<file path="config.mk">
export PLATFORM = sky130hd
export DESIGN_NAME = spread_osc
export DESIGN_NICKNAME = d
export VERILOG_FILES = /design/src/rtl/spread_osc_pkg.sv /design/src/rtl/spread_rst_sync.sv /design/src/rtl/spread_tri.sv /design/src/rtl/spread_period.sv /design/src/rtl/spread_duty.sv /design/src/rtl/spread_osc.sv
export SDC_FILE = /design/constraint.sdc
export NUM_CORES = 1
export LEC_CHECK = 0
export ABC_AREA = 1
export BUFFER_PORTS_ARGS = -buffer_cell sky130_fd_sc_hd__buf_2
export CAP_MARGIN = 40
export CORE_MARGIN = 1.5
export CORE_UTILIZATION = 39
export DETAILED_ROUTE_END_ITERATION = 8
export MAX_ROUTING_LAYER = met4
export PLACE_DENSITY = 0.65
export RECOVER_POWER = 100
export SYNTH_ARGS = -nofsm -noshare
export SYNTH_HDL_FRONTEND = slang
export SYNTH_HIERARCHICAL = 1
export SYNTH_SLANG_ARGS = --single-unit
</file>
<file path="constraint.sdc">
create_clock -name clk -period 1.1 [get_ports clk]
set_input_delay 0.33 -clock clk [delete_from_list [all_inputs] [get_ports clk]]
set_output_delay 0.33 -clock clk [all_outputs]
set_load 0.03 [all_outputs]
</file>
<file path="src/rtl/spread_osc_pkg.sv">
package spread_osc_pkg;

  // Direction of the triangular period offset.
  typedef enum logic {
    SWEEP_UP   = 1'b0,
    SWEEP_DOWN = 1'b1
  } sweep_dir_e;

  // Bits needed to hold a signed offset of +/- depth.
  function automatic int ofs_width(input int depth);
    return $clog2(depth + 1) + 1;
  endfunction

endpackage

</file>
<file path="src/rtl/spread_rst_sync.sv">
module spread_rst_sync #(
  parameter int STAGES = 2
) (
  input  logic clk,
  input  logic rst_n,
  output logic rst_sync_n
);

  logic [STAGES-1:0] sync_q;

  always_ff @(posedge clk or negedge rst_n) begin
    if (!rst_n) sync_q <= '0;
    else        sync_q <= {sync_q[STAGES-2:0], 1'b1};
  end

  assign rst_sync_n = sync_q[STAGES-1];

endmodule

</file>
<file path="src/rtl/spread_tri.sv">
module spread_tri
  import spread_osc_pkg::*;
#(
  parameter  int DEPTH  = 13,
  parameter  int HOLD   = 5,
  localparam int OFS_W  = ofs_width(DEPTH)
) (
  input  logic                    clk,
  input  logic                    rst_n,
  input  logic                    adv,
  output logic signed [OFS_W-1:0] ofs
);

  localparam int HOLD_W = (HOLD > 1) ? $clog2(HOLD) : 1;
  localparam logic signed [OFS_W-1:0] TOP = OFS_W'(DEPTH);
  localparam logic signed [OFS_W-1:0] BOT = -TOP;

  generate
    if (DEPTH == 0) begin : g_flat
      assign ofs = '0;
    end else begin : g_sweep
      logic signed [OFS_W-1:0] ofs_q, ofs_d;
      sweep_dir_e              dir_q, dir_d;
      logic [HOLD_W-1:0]       hold_q, hold_d;

      always_comb begin
        ofs_d  = ofs_q;
        dir_d  = dir_q;
        hold_d = hold_q;
        if (adv) begin
          if (hold_q == HOLD_W'(HOLD - 1)) begin
            hold_d = '0;
            if (dir_q == SWEEP_UP) begin
              if (ofs_q == TOP) begin
                dir_d = SWEEP_DOWN;
                ofs_d = ofs_q - OFS_W'(1);
              end else begin
                ofs_d = ofs_q + OFS_W'(1);
              end
            end else begin
              if (ofs_q == BOT) begin
                dir_d = SWEEP_UP;
                ofs_d = ofs_q + OFS_W'(1);
              end else begin
                ofs_d = ofs_q - OFS_W'(1);
              end
            end
          end else begin
            hold_d = hold_q + HOLD_W'(1);
          end
        end
      end

      always_ff @(posedge clk or negedge rst_n) begin
        if (!rst_n) begin
          ofs_q  <= '0;
          dir_q  <= SWEEP_UP;
          hold_q <= '0;
        end else if (adv) begin
          ofs_q  <= ofs_d;
          dir_q  <= dir_d;
          hold_q <= hold_d;
        end
      end

      assign ofs = ofs_q;

      // offset never leaves the sweep band
      assert_ofs_in_band_R7: assert property (@(posedge clk) disable iff (!rst_n)
        (ofs_q <= TOP) && (ofs_q >= BOT));
      // without an advance request the offset holds
      assert_ofs_frozen_R4: assert property (@(posedge clk) disable iff (!rst_n)
        !adv |=> $stable(ofs_q));
    end
  endgenerate

endmodule

</file>
<file path="src/rtl/spread_period.sv">
module spread_period #(
  parameter  int NOM   = 451,
  parameter  int DEPTH = 13,
  parameter  int OFS_W = 5,
  localparam int PER_W = $clog2(NOM + DEPTH + 1)
) (
  input  logic                    clk,
  input  logic                    rst_n,
  input  logic                    jit_en,
  input  logic signed [OFS_W-1:0] ofs,
  output logic                    wrap,
  output logic                    start,
  output logic [PER_W-1:0]        cnt,
  output logic [PER_W-1:0]        next_per
);

  logic [PER_W-1:0] cnt_q, cnt_d;
  logic [PER_W-1:0] per_q, per_d;
  logic             start_q;
  logic [PER_W-1:0] per_load;

  always_comb begin
    wrap     = (cnt_q == per_q - PER_W'(1));
    per_load = jit_en ? PER_W'(NOM + int'(ofs)) : PER_W'(NOM);
    cnt_d    = wrap ? '0 : cnt_q + PER_W'(1);
    per_d    = wrap ? per_load : per_q;
  end

  always_ff @(posedge clk or negedge rst_n) begin
    if (!rst_n) begin
      cnt_q   <= PER_W'(NOM - 1);
      per_q   <= PER_W'(NOM);
      start_q <= 1'b0;
    end else begin
      cnt_q   <= cnt_d;
      per_q   <= per_d;
      start_q <= wrap;
    end
  end

  assign start    = start_q;
  assign cnt      = cnt_q;
  assign next_per = per_load;

  // the active period stays in the band
  assert_per_in_band_R7: assert property (@(posedge clk) disable iff (!rst_n)
    (per_q >= PER_W'(NOM - DEPTH)) && (per_q <= PER_W'(NOM + DEPTH)));
  // a boundary seen with jitter off loads the nominal period
  assert_nominal_when_off_R4: assert property (@(posedge clk) disable iff (!rst_n)
    (wrap && !jit_en) |=> (per_q == PER_W'(NOM)));
  // cycle-start strobe lasts one clock
  assert_start_single_R2: assert property (@(posedge clk) disable iff (!rst_n)
    start_q |=> !start_q);

endmodule

</file>
<file path="src/rtl/spread_duty.sv">
module spread_duty #(
  parameter  int PER_W    = 9,
  parameter  int DUTY_NUM = 166,
  parameter  int DUTY_SH  = 8,
  localparam int NUM_W    = $clog2(DUTY_NUM + 1),
  localparam int PROD_W   = PER_W + NUM_W
) (
  input  logic             clk,
  input  logic             rst_n,
  input  logic             wrap,
  input  logic [PER_W-1:0] next_per,
  input  logic [PER_W-1:0] cnt,
  output logic             dcmax
);

  logic [PER_W-1:0]  lim_q, lim_d;
  logic              dc_q, dc_d;
  logic [PROD_W-1:0] prod;
  logic [PER_W-1:0]  lim_load;
  logic [PER_W:0]    cnt_nx;

  always_comb begin
    prod     = PROD_W'(next_per) * PROD_W'(DUTY_NUM);
    lim_load = PER_W'(prod >> DUTY_SH);
    cnt_nx   = {1'b0, cnt} + (PER_W + 1)'(1);
    lim_d    = wrap ? lim_load : lim_q;
    dc_d     = wrap ? (lim_load != '0) : (cnt_nx < {1'b0, lim_q});
  end

  always_ff @(posedge clk or negedge rst_n) begin
    if (!rst_n) begin
      lim_q <= '0;
      dc_q  <= 1'b0;
    end else begin
      lim_q <= lim_d;
      dc_q  <= dc_d;
    end
  end

  assign dcmax = dc_q;

  // window can only open at a cycle boundary
  assert_window_opens_at_wrap_R6: assert property (@(posedge clk) disable iff (!rst_n)
    (!dc_q && !wrap) |=> !dc_q);

endmodule

</file>
<file path="src/rtl/spread_osc.sv">
module spread_osc
  import spread_osc_pkg::*;
#(
  parameter int NOM_RELOAD = 451,
  parameter int JIT_DEPTH  = 13,
  parameter int JIT_HOLD   = 5,
  parameter int DUTY_NUM   = 166,
  parameter int DUTY_SH    = 8
) (
  input  logic clk,
  input  logic rst_n,
  input  logic jit_en,
  output logic clk_pulse,
  output logic dcmax
);

  localparam int OFS_W = ofs_width(JIT_DEPTH);
  localparam int PER_W = $clog2(NOM_RELOAD + JIT_DEPTH + 1);

  logic                    rst_s_n;
  logic                    wrap;
  logic                    tri_adv;
  logic signed [OFS_W-1:0] ofs;
  logic [PER_W-1:0]        cnt;
  logic [PER_W-1:0]        next_per;

  spread_rst_sync #(.STAGES(2)) u_rst (
    .clk        (clk),
    .rst_n      (rst_n),
    .rst_sync_n (rst_s_n)
  );

  assign tri_adv = wrap & jit_en;

  spread_tri #(.DEPTH(JIT_DEPTH), .HOLD(JIT_HOLD)) u_tri (
    .clk   (clk),
    .rst_n (rst_s_n),
    .adv   (tri_adv),
    .ofs   (ofs)
  );

  spread_period #(.NOM(NOM_RELOAD), .DEPTH(JIT_DEPTH), .OFS_W(OFS_W)) u_per (
    .clk      (clk),
    .rst_n    (rst_s_n),
    .jit_en   (jit_en),
    .ofs      (ofs),
    .wrap     (wrap),
    .start    (clk_pulse),
    .cnt      (cnt),
    .next_per (next_per)
  );

  spread_duty #(.PER_W(PER_W), .DUTY_NUM(DUTY_NUM), .DUTY_SH(DUTY_SH)) u_duty (
    .clk      (clk),
    .rst_n    (rst_s_n),
    .wrap     (wrap),
    .next_per (next_per),
    .cnt      (cnt),
    .dcmax    (dcmax)
  );

  // the window is open on the cycle-start clock
  assert_dcmax_at_start_R6: assert property (@(posedge clk) disable iff (!rst_s_n)
    clk_pulse |-> dcmax);
  // the window rises only with the strobe
  assert_dcmax_rise_with_pulse_R6: assert property (@(posedge clk) disable iff (!rst_s_n)
    $rose(dcmax) |-> clk_pulse);
  // outputs quiet while held in reset
  assert_quiet_in_reset_R1: assert property (@(posedge clk)
    !rst_s_n |-> (!clk_pulse && !dcmax));

endmodule

</file>
Yosys cells after proc, flatten, opt, wreduce, memory -nomap -nowiden
Index checks and enable logic that the tools add are counted.
Widths: inputs -> output; s select.
{"block": "classes", "add_sub_neg": 7, "multipliers": 1, "n_lt_le_gt_ge": 1, "n_eq_ne": 4, "n_mux": 10, "bitwise_logic": 1, "reduce_logical": 2}
{"cell": "$mux 9", "count": 2}
{"cell": "$mul 9x7->16 const B", "count": 1}
{"cell": "$mux 5", "count": 3}
{"cell": "$add 9x1->10 const B", "count": 1}
{"cell": "$eq 5x5->1 const B", "count": 2}
{"cell": "$lt 10x9->1", "count": 1}
{"cell": "$add 9x1->9 const B", "count": 1}
{"cell": "$eq 9x9->1", "count": 1}
{"cell": "$reduce_bool 9->1", "count": 1}
{"cell": "$sub 9x1->9 const B", "count": 1}
{"cell": "$add 7x5->8 const A", "count": 1}
{"cell": "$add 5x2->5 const B", "count": 1}
{"cell": "$sub 5x2->5 const B", "count": 1}
{"cell": "$mux 1", "count": 4}
{"cell": "$add 3x1->3 const B", "count": 1}
{"cell": "$eq 3x3->1 const B", "count": 1}
{"cell": "$mux 3", "count": 1}
{"cell": "$reduce_and 2->1", "count": 1}
{"cell": "$and 1x1->1", "count": 1}
{"block": "word_totals", "ff_bits": 40, "inputBits": 3, "out_inout_bits": 2, "word_cells": 35}

Longest topological paths before layout
{"block": "depth", "ltp_word": 5, "ltp_mapped": 27}

Cells and area by module
Netlist, hierarchy kept.
{"mod": "spread_duty", "instances": 1, "cells_each": 290, "area_per_inst_um2": 2053.2}
{"mod": "spread_period", "instances": 1, "cells_each": 184, "area_per_inst_um2": 1231.2}
{"mod": "spread_tri", "instances": 1, "cells_each": 95, "area_per_inst_um2": 681.9}
{"mod": "spread_rst_sync", "instances": 1, "cells_each": 3, "area_per_inst_um2": 53.8}
{"mod": "spread_osc", "instances": 1, "cells_each": 2, "area_per_inst_um2": 7.5}

Least setup slack after synthesis
Ideal clock, no wire load.
{"block": "synth_path", "kind": "register to register", "startpoint": "reg u_tri.g_sweep.ofs_q[0], in the netlist u_tri/ofs[0]", "endpoint": "reg u_duty.dc_q, in the netlist u_duty/dcmax", "arrival_time_ps": 4050, "required_ps": 983, "slack_ps": -3066, "path_stages_with_launch": 27, "path_buffers": 0, "path_cell_list": "dfrtp_1 inv_1 ha_1 inv_1 nand3_1 nand3_1 o21ai_0 ha_1 fa_1 ha_1 inv_1 fa_1 inv_1 ha_1 nand2_1 inv_1 nand2_1 inv_1 and2_1 nand2_1 nand2_1 nand2_1 nand3_1 nor2_1 nand3_1 nand2_1 nand2_1"}
{"block": "synth_between", "elab_chain_len": 5}
{"element": "start: declaration", "line_no": "spread_tri.sv:22", "source": "logic signed [OFS_W-1:0] ofs_q, ofs_d;"}
{"element": "start signal: assignment", "line_no": "spread_tri.sv:60", "source": "ofs_q <= ofs_d;"}
{"element": "$add 7x5->8", "line_no": "spread_period.sv:24", "source": "per_load = jit_en ? PER_W'(NOM + int'(ofs)) : PER_W'(NOM);"}
{"element": "$mux 9", "line_no": "spread_period.sv:24"}
{"element": "via next_per[6]", "line_no": "spread_osc.sv:25", "source": "logic [PER_W-1:0] next_per;"}
{"element": "$mul 9x7->16", "line_no": "spread_duty.sv:23", "source": "prod = PROD_W'(next_per) * PROD_W'(DUTY_NUM);"}
{"element": "$reduce_bool 9->1", "line_no": "spread_duty.sv:27", "source": "dc_d = wrap ? (lim_load != '0) : (cnt_nx < {1'b0, lim_q});"}
{"element": "$mux 1", "line_no": "spread_duty.sv:27"}
{"element": "via u_duty.dc_d", "line_no": "spread_duty.sv:17", "source": "logic dc_q, dc_d;"}
{"element": "end signal: assignment", "line_no": "spread_duty.sv:33", "source": "dc_q <= 1'b0;"}
{"element": "end signal: assignment", "line_no": "spread_duty.sv:36", "source": "dc_q <= dc_d;"}
{"element": "end: declaration", "line_no": "spread_duty.sv:17"}
The timed path passes the listed nets, and every way through them passes these cells.
A chain may end at the register's enable or synchronous reset.

Worst setup path in the final report
{"block": "layout_path", "startpoint": "reg u_tri.g_sweep.ofs_q[1], in the netlist u_tri/ofs[1]", "endpoint": "reg u_duty.dc_q, in the netlist u_duty/dcmax"}
The elaborated chain is that of the path after synthesis.

==> results_dict.tcl <==
set metrics [dict create \
    outcome "finished with violations" \
    violations "setup timing" \
    cp-start-kind "flop" \
    netlist.top_cell.by_area "dfrtp_1" \
    dp_cells 797 \
    synth_area_leaders "dfrtp_1 19%, ha_1 19%, nand2_1 16%" \
    yosysTopAreaCellShare_pct 19.3 \
    ys_seq_elements 38 \
    area_growth_pct 39.6 \
    cts_tree "done" \
    p_int_w 0.00286 \
    timing_hold_violations_final 0 \
    synth_edf_count 0 \
    drive_above_1_share_pct 37.2 \
    slew_violations 0 \
    cp.arrival_ns 4.07 \
    grt_pass1_wl_um 16000 \
    post-synth-top-count-cell "nand2_1" \
    rsz0062_at_grt "yes" \
    io_pins 5 \
    crit_fanout 4 \
    place_congestion 0.848 \
    cts-root-buf "clkbuf_8" \
    viasPerCell 4.67 \
    p_sw_share_pct 33.2 \
    drt-initial-drc-count 177 \
    ys_types 38 \
    synth_ff_type "dfrtp_1" \
    ys_seq_area_share_pct 23.8 \
    drc_errors 0 \
    power_frac_comb_pct 39.6 \
    path_class "reg -> reg" \
    required_ns 1.29 \
    clk_pin_slew_ns 0.08 \
    setup_ws_ns -2.77 \
    p_per_area_nw_per_um2 761 \
    clock_path_buffers 2 \
    clock_power_share_pct 27.5 \
    yosysWarnings 6 \
    drt-pass1-iter-count 4 \
    numCtsBuffers 5 \
    postSynthAreaPerCell_um2 7.02 \
    n_antenna_cell 0 \
    antenna_found_initial 0 \
    wirelength_um 9230 \
    final-setup-viol-count 38 \
    clock_latency_ns 0.29 \
    dieArea_um2 10900 \
    htree_levels 2 \
    period_minus_slack_ns 3.87 \
    p_leak_nw 3.09 \
    fin_util_pct 56.7 \
    fin_worst_skew_ns 0.0139 \
    drtAntennaViolNets 0 \
    rows 36 \
    cts_sinks 38 \
    peakVddDrop_uv 499 \
    fmax_mhz 258 \
    cap_violations 0 \
    die_w_um 105 \
    synthCells 574 \
    grt_max_degree 28 \
    hold_path.class "reg -> async" \
    port_buffers 4 \
    grt_pass1_vias 3662 \
    seqPwrFrac_pct 32.9 \
    layout.cells.non_filler 813 \
    fin_nets 750 \
    syn_area_um2 4030 \
    post_drt_wl_per_cell_um 11.3 \
    cp-end-kind "flop" \
    via_count 3800 \
    grt_overflow 0 \
    p_sw_w 0.00142 \
    async_flop_share_pct 100 \
    initial_core_util_pct 40.6 \
    min_period_over_period_pct 352 \
    grtUsageTotal_pct 17.9 \
    die_y_um 105 \
    core_um2 9910 \
    hpwlAfterDp_um 7430 \
    synth_common_cells "176 x nand2_1, 111 x inv_1, 61 x ha_1, 36 x nand3_1, 35 x nor2_1" \
]
## layout by cell type (no fill, tap or decap), drive strengths merged, types with 2 or more instances in the layout
cell	synthesis	final
nand2	183	183
inv	115	114
buf	5	100
ha	61	61
nand3	41	41
nor2	40	40
dfrtp	31	31
o21ai	18	18
nand4	14	14
a21oi	14	14
xor2	12	12
nand3b	7	7
fa	7	7
dfstp	7	7
clkbuf	1	7
clkinv	2	5
nor3	4	4
xnor2	4	4
conb	2	3
and2	2	2
a31oi	2	2
## critical path, cell delays in order (launching register included)
cell     delay [ns]
dfrtp_1        0.37
inv_1          0.05
ha_2           0.19
inv_4          0.09
nand3_4        0.10
o21ai_4        0.21
ha_4           0.23
fa_1           0.45
ha_1           0.30
inv_2          0.04
fa_1           0.52
inv_2          0.05
ha_4           0.30
nand2_4        0.07
nor2_4         0.08
and2_4         0.15
nand2_4        0.05
nand3_2        0.05
nand2_1        0.05
nand2_2        0.07
nand3_1        0.06
nor2_1         0.11
nand3_1        0.08
nand2_1        0.06
nand2_1        0.04
## worst paths after layout
check	from	endpoint	slack, ns	cells past startpoint
setup / recovery	u_tri/ofs[1]	u_duty/dcmax	-2.77	24
hold / removal	u_rst/sync_q[1]	u_tri/g_sweep.hold_q[0]	0.16	0
setup reg to reg	u_tri/ofs[1]	u_duty/dcmax	-2.77	24
hold reg to reg	u_rst/sync_q[1]	u_tri/g_sweep.hold_q[0]	0.16	0
max in group asynchronous	u_rst/sync_q[1]	u_per/per_q[0]	0.12	1
min in group clk	u_rst/sync_q[0]	u_rst/sync_q[1]	0.36	0
## layout make-up
cell class                      count  area, µm²
Fill cell                         896       4290
Timing Repair Buffer              103        847
Multi-Input combinational cell    414       3090
Clock buffer                        5       68.8
Tap cell                          133        166
Clock inverter                      3       40.0
Inverter                          117        452
Sequential cell                    38        960
## timing repair
item                                   CTS  global route
gates cloned                             1             0
setup endpoints to repair               38            38
resized for setup                       52            80
setup buffers                            6             3
endpoints found under the hold margin    2             0
hold buffers                             1             0
pin swaps                               23            21
## flip-flops by register name, summed over array words and instances, names as in the netlist
register              flops
u_duty/dcmax              1
u_per/cnt                 9
u_rst/sync_q              2
u_per/per_q               7
u_duty/lim_q              9
u_tri/g_sweep.hold_q      3
u_tri/g_sweep.dir_q       1
u_per/start               1
u_tri/ofs                 5
## power by group through the flow
stage          combinational, W  sequential, W  clock [W]
2_1_floorplan          0.000846        0.00145          0
3_3_place_gp            0.00134        0.00144          0
3_5_place_dp            0.00136        0.00144          0
4_1_cts                 0.00154        0.00141    0.00121
5_1_grt                 0.00185        0.00141    0.00127
6_report                0.00169        0.00141    0.00118
## per-layer routing
layer  vias up  global-route usage, %  wire length, µm
li1       1998                      -                -
met3         5                   2.56              181
met4         0                   2.15               42
met2        28                   31.4             4710
met1      1769                   22.4             4290
met5         -                      -                0
## logic make-up (layout without fill, tap and decap cells)
| logic type | count (synthesis) | in the layout | synth area share (%) |
|---|---|---|---|
| fa+ha+maj | 68 | 68 | 22.4 |
| flops | 38 | 38 | 23.8 |
| other cells | 2 | 3 | 0.186 |
| simple gates | 291 | 291 | 32.3 |
| compound gates | 36 | 36 | 5.16 |
| buf+inv | 123 | 228 | 12.2 |
| xor+xnor | 16 | 16 | 3.95 |
## metrics by stage
step	setup WS (ns)	setup TNS, ns	hold slack [ns]	total power [W]	instance area, µm²
floorplan	-2.70	-43.06	0.0344	0.00229	4170
global placement	-2.74	-43.72	0.116	0.00278	5000
detailed placement	-2.83	-45.46	0.116	0.00280	5000
CTS	-2.76	-46.39	0.138	0.00416	5350
global route	-3.02	-51.62	0.198	0.00453	5620
finish	-2.77	-47.26	0.156	0.00428	5620
Power figures use the tool's default switching activity.
